--- src/rtl/regbus_pkg.sv ---
package regbus_pkg;
  localparam int SEL_W  = 3;
  localparam int OPR_W  = 5;
  localparam int CW_W   = 3 * SEL_W + OPR_W;
  localparam int NREG   = (1 << SEL_W) - 1;

  localparam logic [OPR_W-1:0] OP_PASS = 5'b00000;
  localparam logic [OPR_W-1:0] OP_INC  = 5'b00001;
  localparam logic [OPR_W-1:0] OP_ADD  = 5'b00010;
  localparam logic [OPR_W-1:0] OP_SUB  = 5'b00101;
  localparam logic [OPR_W-1:0] OP_DEC  = 5'b00110;
  localparam logic [OPR_W-1:0] OP_AND  = 5'b01000;
  localparam logic [OPR_W-1:0] OP_OR   = 5'b01010;
  localparam logic [OPR_W-1:0] OP_XOR  = 5'b01100;
  localparam logic [OPR_W-1:0] OP_NOT  = 5'b01110;
  localparam logic [OPR_W-1:0] OP_SHR  = 5'b10000;
  localparam logic [OPR_W-1:0] OP_SHL  = 5'b11000;

  typedef struct packed {
    logic [SEL_W-1:0] src_a;
    logic [SEL_W-1:0] src_b;
    logic [SEL_W-1:0] dst;
    logic [OPR_W-1:0] op;
  } ctrl_t;
endpackage

--- src/rtl/regbus_decode.sv ---
module regbus_decode
  import regbus_pkg::*;
(
  input  logic [CW_W-1:0]  ctrl_word,
  output logic [SEL_W-1:0] src_a,
  output logic [SEL_W-1:0] src_b,
  output logic [OPR_W-1:0] op,
  output logic [NREG-1:0]  wr_sel
);
  ctrl_t cw;
  assign cw    = ctrl_t'(ctrl_word);
  assign src_a = cw.src_a;
  assign src_b = cw.src_b;
  assign op    = cw.op;

  // one enable per register; code 0 leaves all enables low
  for (genvar i = 0; i < NREG; i++) begin : g_dec
    assign wr_sel[i] = (cw.dst == SEL_W'(i + 1));
  end
endmodule

--- src/rtl/regbus_regfile.sv ---
module regbus_regfile
  import regbus_pkg::*;
#(
  parameter int DATA_W = 8
) (
  input  logic                   clk,
  input  logic                   rst,
  input  logic [DATA_W-1:0]      ext_in,
  input  logic [SEL_W-1:0]       src_a,
  input  logic [SEL_W-1:0]       src_b,
  input  logic [NREG-1:0]        wr_sel,
  input  logic [DATA_W-1:0]      wr_data,
  output logic [DATA_W-1:0]      bus_a,
  output logic [DATA_W-1:0]      bus_b,
  output logic [NREG*DATA_W-1:0] reg_flat
);
  localparam int NSRC = NREG + 1;

  // slot 0 of the source table is the external input
  logic [DATA_W-1:0] src_tbl [NSRC];
  assign src_tbl[0] = ext_in;

  for (genvar i = 0; i < NREG; i++) begin : g_reg
    logic [DATA_W-1:0] q;
    always_ff @(posedge clk) begin
      if (rst)            q <= '0;
      else if (wr_sel[i]) q <= wr_data;
    end
    assign src_tbl[i+1]                   = q;
    assign reg_flat[i*DATA_W +: DATA_W]   = q;
  end

  assign bus_a = src_tbl[src_a];
  assign bus_b = src_tbl[src_b];
endmodule

--- src/rtl/regbus_alu.sv ---
module regbus_alu
  import regbus_pkg::*;
#(
  parameter int DATA_W = 8
) (
  input  logic [OPR_W-1:0]  op,
  input  logic [DATA_W-1:0] a,
  input  logic [DATA_W-1:0] b,
  output logic [DATA_W-1:0] y
);
  localparam logic [DATA_W-1:0] ONE = DATA_W'(1);

  function automatic logic [DATA_W-1:0] alu_eval(
    input logic [OPR_W-1:0]  f,
    input logic [DATA_W-1:0] x,
    input logic [DATA_W-1:0] z
  );
    case (f)
      OP_PASS: return x;
      OP_INC:  return x + ONE;
      OP_ADD:  return x + z;
      OP_SUB:  return x - z;
      OP_DEC:  return x - ONE;
      OP_AND:  return x & z;
      OP_OR:   return x | z;
      OP_XOR:  return x ^ z;
      OP_NOT:  return ~x;
      OP_SHR:  return x >> 1;
      OP_SHL:  return x << 1;
      default: return '0;
    endcase
  endfunction

  assign y = alu_eval(op, a, b);
endmodule

--- src/rtl/regbus_datapath.sv ---
module regbus_datapath
  import regbus_pkg::*;
#(
  parameter int DATA_W = 8
) (
  input  logic              clk,
  input  logic              rst,
  input  logic [CW_W-1:0]   ctrl_word,
  input  logic [DATA_W-1:0] ext_in,
  output logic [DATA_W-1:0] ext_out
);
  logic [SEL_W-1:0]       src_a;
  logic [SEL_W-1:0]       src_b;
  logic [OPR_W-1:0]       op;
  logic [NREG-1:0]        wr_sel;
  logic [DATA_W-1:0]      bus_a;
  logic [DATA_W-1:0]      bus_b;
  logic [DATA_W-1:0]      alu_y;
  logic [NREG*DATA_W-1:0] reg_flat;

  regbus_decode u_dec (
    .ctrl_word(ctrl_word),
    .src_a(src_a),
    .src_b(src_b),
    .op(op),
    .wr_sel(wr_sel)
  );

  regbus_regfile #(.DATA_W(DATA_W)) u_rf (
    .clk(clk),
    .rst(rst),
    .ext_in(ext_in),
    .src_a(src_a),
    .src_b(src_b),
    .wr_sel(wr_sel),
    .wr_data(alu_y),
    .bus_a(bus_a),
    .bus_b(bus_b),
    .reg_flat(reg_flat)
  );

  regbus_alu #(.DATA_W(DATA_W)) u_alu (
    .op(op),
    .a(bus_a),
    .b(bus_b),
    .y(alu_y)
  );

  assign ext_out = alu_y;
endmodule

--- config.mk ---
export PLATFORM = sky130hd
export DESIGN_NAME = regbus_datapath
export DESIGN_NICKNAME = d
export VERILOG_FILES = /design/src/rtl/regbus_pkg.sv /design/src/rtl/regbus_decode.sv /design/src/rtl/regbus_regfile.sv /design/src/rtl/regbus_alu.sv /design/src/rtl/regbus_datapath.sv
export SDC_FILE = /design/constraint.sdc
export NUM_CORES = 1
export LEC_CHECK = 0
export ABC_CLOCK_PERIOD_IN_PS = 7510
export BUFFER_PORTS_ARGS = -buffer_cell sky130_fd_sc_hd__buf_2
export CAP_MARGIN = 30
export CORE_MARGIN = 2
export CORE_UTILIZATION = 61
export CTS_CLUSTER_SIZE = 24
export DETAILED_ROUTE_END_ITERATION = 7
export GPL_TIMING_DRIVEN = 0
export PLACE_DENSITY = 0.85
export SLEW_MARGIN = 5
export SYNTH_ARGS = -nofsm -noshare
export SYNTH_HDL_FRONTEND = slang
export SYNTH_SLANG_ARGS = --single-unit
--- constraint.sdc ---
create_clock -name clk -period 7.51 [get_ports clk]
set_clock_uncertainty 0.15 [all_clocks]
set_input_delay 1.8775 -clock clk [delete_from_list [all_inputs] [get_ports clk]]
set_output_delay 1.8775 -clock clk [all_outputs]
set_load 0.01 [all_outputs]
# After elaboration in Yosys (flattened, before gate mapping)
# Index checks and enable logic that the tools add are counted.
[word_totals]
reg_bits = 56
input_bits = 24
output_inout_bits = 8
word_cells = 44
[op_classes]
n_addsub = 4
n_lt_le_gt_ge = 2
n_eq_ne = 17
mux = 7
bitwise = 6
n_reduce_logical = 1
[ops]
columns = ["operator", "n"]
rows = [
  ["one-hot mux 8 bit (11 select lines)", 1],
  ["binary-select mux 8 bit (select 3 bit)", 2],
  ["two-way mux 8 bit", 4],
  ["== test 5 x 4 -> 1 bit (second input constant)", 4],
  ["== test 3 bit (second input constant)", 4],
  ["== test 5 x 3 -> 1 bit (second input constant)", 2],
  ["== test 5 bit (second input constant)", 2],
  ["adder 8 x 1 -> 8 bit (second input constant)", 1],
  ["adder 8 bit", 1],
  ["bitwise AND 8 bit", 1],
  ["greater-or-equal comparator 4 bit (second input constant)", 2],
  ["inverter 3 -> 4 bit", 2],
  ["inverter 8 bit", 1],
  ["OR 8 bit", 1],
  ["subtractor 8 x 1 -> 8 bit (second input constant)", 1],
  ["subtractor 8 bit", 1],
  ["XOR 8 bit", 1],
  ["== test 3 x 2 -> 1 bit (second input constant)", 2],
  ["== test 5 x 1 -> 1 bit (second input constant)", 1],
  ["== test 5 x 2 -> 1 bit (second input constant)", 1],
  ["zero test 5 bit", 1],
  ["== test 3 x 1 -> 1 bit (second input constant)", 1],
]

# Longest topological paths before layout
[depth]
depth_word = 6
ltp_mapped = 17
mapped_depth_nobuf = 15

# Cells and area by module
# From an unflattened synthesis, not the netlist that was laid out.
[unflattened]
hier_cells = 461
hier_area_um2 = 4609.4
[modules_own_cells]
columns = ["mod", "instances", "cells_each", "area_per_inst_um2", "seq_area_each_um2"]
rows = [
  ["regbus_regfile", 1, 239, 3074.2, 1121.1],
  ["regbus_alu", 1, 204, 1392.6, 0.0],
  ["regbus_decode", 1, 18, 142.6, 0.0],
]

# Worst setup path before layout
# Ideal clock, no wire load.
[synth_path]
path_kind = "input -> output"
from = "in ctrl_word[8]"
to = "out ext_out[5]"
arrival_time_ns = 5.153
required_time_ns = 5.483
slack_ns = 0.330
stages = 16
path_buffers = 1
path_cell_list = "buf_6 mux4_2 mux2i_2 ha_1 nand3_1 xnor2_1 a22oi_1 nor2_1 ha_1 and3_1 a21oi_1 nand2_1 nor2_1 xnor2_1 a2111oi_2 inv_1"
[synth_between]
elab_chain_cells = 6
word_cells_on_any_way = 10
cone_classes = "2 x add/sub; 4 x mux; 4 x bitwise"
[synth_rtl]
columns = ["element", "line", "text"]
rows = [
  ["from (decl)", "regbus_datapath.sv:8", "input logic [CW_W-1:0] ctrl_word,"],
  ["inverter 3 -> 4 bit (implied by the code) *", "regbus_regfile.sv:34", "assign bus_b = src_tbl[src_b];"],
  ["binary-select mux 8 bit (select 3 bit) *", "regbus_regfile.sv:34", ""],
  ["two-way mux 8 bit (implied by the code) * (2 in series)", "regbus_regfile.sv:34", ""],
  ["subtractor 8 bit, or another cell as far along", "regbus_alu.sv:22", "OP_SUB: return x - z;"],
  ["one-hot mux 8 bit (11 select lines) *", "regbus_alu.sv:18", "case (f)"],
  ["to (decl)", "regbus_datapath.sv:10", "output logic [DATA_W-1:0] ext_out"],
]
# Every way passes the cells marked *; elsewhere a longest branch is shown, timed or not. The select of a mux whose other input is x is not followed.

# Worst setup path in the final report
[layout_path]
from = "in ctrl_word[8]"
to = "out ext_out[2]"
# The elaborated chain is that of the path after synthesis.

==> summary.txt <==
Finished Layout Cells - 586
Setup CP Type - input pin to output pin
Status - complete, no violations
Endpoints failing hold - 0
Ant diodes - 0
Largest regs - u_rf.g.q x56
Share of post-route cells with drive strength above 1 - 21.8%
WHS - 0.354 ns
RSZ-0062 raised after global routing - yes
Clock Tree Buf Depth - 2
Detailed Routing Iterations Pass 1 - 5
Die span in y - 88.0 um
Crit share post-route - 98.3%
Fillers - 531
Clock Sinks - 56
Sw power - 0.000227 W
# hold bufs at CTS - 0
Clock Root Buffer - clkbuf_8
VDD IR max - 158 uV
Mux share of post-synthesis cell area - 23.5%
Initial cell density of the core - 63.3%
Slowest cell on the critical path - nor3_2
# setup viols final - 0
Initial antenna violation count - 0
CP Launch Type - input pin
Vias per inst - 6.58
Area of the multi-input gates - 2970 um2
Final ANT Viol Nets - 0
CP Capture Type - output pin
Deepest level of the CTS H-tree - 2
Overall power - 0.000697 W
IO Port Bufs - 22
Core area - 6790 um2
Least-Margin Pin Slew - 0.950 ns
Ys Warns - 0
Placed instance count - 575
Largest register FFs - 56
Grt met1 use - 37.4%
Fmax - 136 MHz
Critical Path RT - 5.48 ns
Normalized max-slew margin - 36.1%
Number of flops mapped to enable cells by yosys - 0
Post-Synth Adder-Cell Area - 7.45%
DRT Wirelength - 11.4 mm
Worst-Skew Late Latency - 0.32 ns
Met2 Use GR - 55.8%
Routability cong. - 0.956
Vias - 3855
Vias in the first global route - 3805
Final nets - 538
Full die area - 7740 um2
Clock power frac - 25.0%
Area of the mapped netlist - 4300 um2
Comb power frac - 28.9%
Crit path DAT - 5.35 ns
Final-report max-slew violation count - 0
Sequential share of power - 46.0%
# IOs - 32
Max cap viols - 0
Power Dens Cells - 147 nW/um2
Post-route DRC violation count - 0
DRT iter0 DRCs - 234
Worst-path clk slew - 0.10 ns
Area Overhead vs Synth - 9.98%
Leakage - 1.84 nW
Detailed placement HPWL - 8.75 mm
Critical Path, Cell by Cell - buf_6 -> mux4_2 -> mux2i_4 -> ha_1 -> a21oi_1 -> a31o_2 -> nand2_1 -> fa_1 -> xor2_1 -> o22ai_1 -> a221o_1 -> nor3_2 -> inv_2 -> buf_2
GR Layer Usage met3 - 3.96%
Die W - 88.0 um
Final Critical Period - 7.38 ns
Asr flop ratio synth - 0%
Yosys reg bits - 56
Total grt overflow - 0
Sequential cell area - 1120 um2
Syn_nets - 506
Register area share after synthesis - 26.1%
CTS Buf Count - 5
TritonCTS clock tree - done
Synth Area in XOR/XNOR - 1.63%
Synth cell types - 58
Fin util - 69.6%
P_int - 0.000470 W
Synth Area in Compound Gates - 18.7%
Crit-path max cell delay - 0.64 ns
Largest net degree at the start of global routing - 18
Overall track demand over capacity in global routing - 31.1%
Ys flop type - dfxtp_1
Max Fanout on Critical Path - 8
Most frequent cells in the layout - nor2_1, dfxtp_1, a211oi_1, mux4_2
Syn_area_per_cell - 9.41 um2
Syn Inst Count - 457
First-pass GRT wire length - 18.6 mm
Net Sw Frac - 32.5%
Most common cell after layout, fill and taps aside - nor2_1
Simple-gate share of the synthesized area - 16.0%
DP Worst Slack - -0.357 ns
Top Usage Layer GRT - met2
Wire per inst - 19.4 um
Largest family of logic cells by synthesized area - multiplexers
Biggest register - u_rf.g.q
Worst setup margin - 0.131 ns
Row count - 30
Worst Hold Class - flop to flop
==> cells in the mapped netlist, types with 2 or more instances <==
library cell / count / area share, %
o21ai_1: 4 / 0.47
mux2i_2: 5 / 1.6
or4_1: 2 / 0.35
nor3b_1: 3 / 0.52
nor2b_1: 5 / 0.73
a22oi_1: 3 / 0.52
nand2_1: 10 / 0.87
or3_1: 2 / 0.29
a31oi_1: 2 / 0.29
buf_6: 4 / 1.0
o21ai_0: 7 / 0.81
mux2i_4: 2 / 1.0
a221oi_1: 3 / 0.61
a22o_1: 2 / 0.41
a21oi_1: 8 / 0.93
o32ai_1: 7 / 1.4
a221o_1: 3 / 0.70
mux2_2: 3 / 0.79
clkbuf_1: 22 / 1.9
nor4_2: 3 / 0.87
buf_2: 5 / 0.58
buf_1: 2 / 0.17
o22ai_1: 5 / 0.73
inv_2: 7 / 0.61
xor2_1: 2 / 0.41
nor3_1: 5 / 0.58
nand2b_1: 3 / 0.44
xnor2_1: 6 / 1.2
nand3_1: 11 / 1.3
a211oi_1: 52 / 9.1
mux2i_1: 14 / 3.3
dfxtp_1: 56 / 26
inv_1: 27 / 2.4
or3b_1: 5 / 1.0
and3_1: 5 / 0.73
ha_1: 24 / 7.0
nor2_1: 76 / 6.6
mux4_2: 32 / 17
==> stage by stage <==
stage	instance area [um2]	TNS (ns)
after floorplan	4300	0
after global placement	4530	-0.338
after detailed placement	4530	-0.660
after CTS	4680	0
after global routing	4730	-0.00463
final	4730	0
==> logic make-up (layout without fill, tap and decap cells) <==
logic type      Yosys count  in the layout
compound gates          107            107
xor+xnor                  8              8
fa+ha+maj                25             25
buf+inv                  67            100
flops                    56             56
mux                      56             56
simple gates            138            138
==> worst max-delay path, delay by kind of cell <==
| family | cells | cell delay [ns] |
|---|---|---|
| AOI/OAI and AO/OA | 4 | 0.70 |
| xor gates and xnor gates | 1 | 0.17 |
| adders and majority gates | 2 | 0.74 |
| muxes | 2 | 0.80 |
| buffers and inverters | 3 | 0.31 |
| and+or+nand+nor | 2 | 0.72 |
==> cell type report <==
class	instances	area share (%)
well taps	96	2.54
clock buffers	6	1.75
clock inverters	2	0.318
repair buffers	25	2.75
multi-input cells	334	62.8
inverters	34	2.70
plain buffers	33	3.44
flip-flops and latches	56	23.7
==> power groups by stage <==
| stage | registers [W] | logic (W) | clock network [W] |
|---|---|---|---|
| floorplan | 0.000323 | 0.000145 | 0 |
| global placement | 0.000326 | 0.000181 | 0 |
| detailed placement | 0.000328 | 0.000188 | 0 |
| CTS | 0.000321 | 0.000193 | 0.000176 |
| global route | 0.000323 | 0.000218 | 0.000189 |
| finish | 0.000321 | 0.000202 | 0.000174 |
==> repair_timing <==
| action | in CTS | in global routing |
|---|---|---|
| setup endpoints to repair | 4 | 5 |
| buffers inserted | 0 | 2 |
| cloned | 0 | 0 |
| pin swaps | 1 | 2 |
| resized for setup | 6 | 6 |
==> worst paths after layout <==
check	startpoint	depth (start not counted)	slack, ns	endpoint
setup / recovery	ctrl_word[8]	14	0.13	ext_out[2]
hold / removal	u_rf.g_reg[0].q[7]	2	0.35	u_rf.g_reg[0].q[7]
setup reg to reg	u_rf.g_reg[6].q[0]	15	3.10	u_rf.g_reg[4].q[7]
hold reg to reg	u_rf.g_reg[0].q[7]	2	0.35	u_rf.g_reg[0].q[7]
==> layer usage <==
layer	share of wire, %	vias to the layer above	wire length, um
li1	-	1782	-
met2	51	213	5780
met3	7.4	49	842
met5	0	-	0
met4	3.4	0	385
met1	38	1811	4340
Power figures use the tool's default switching activity.
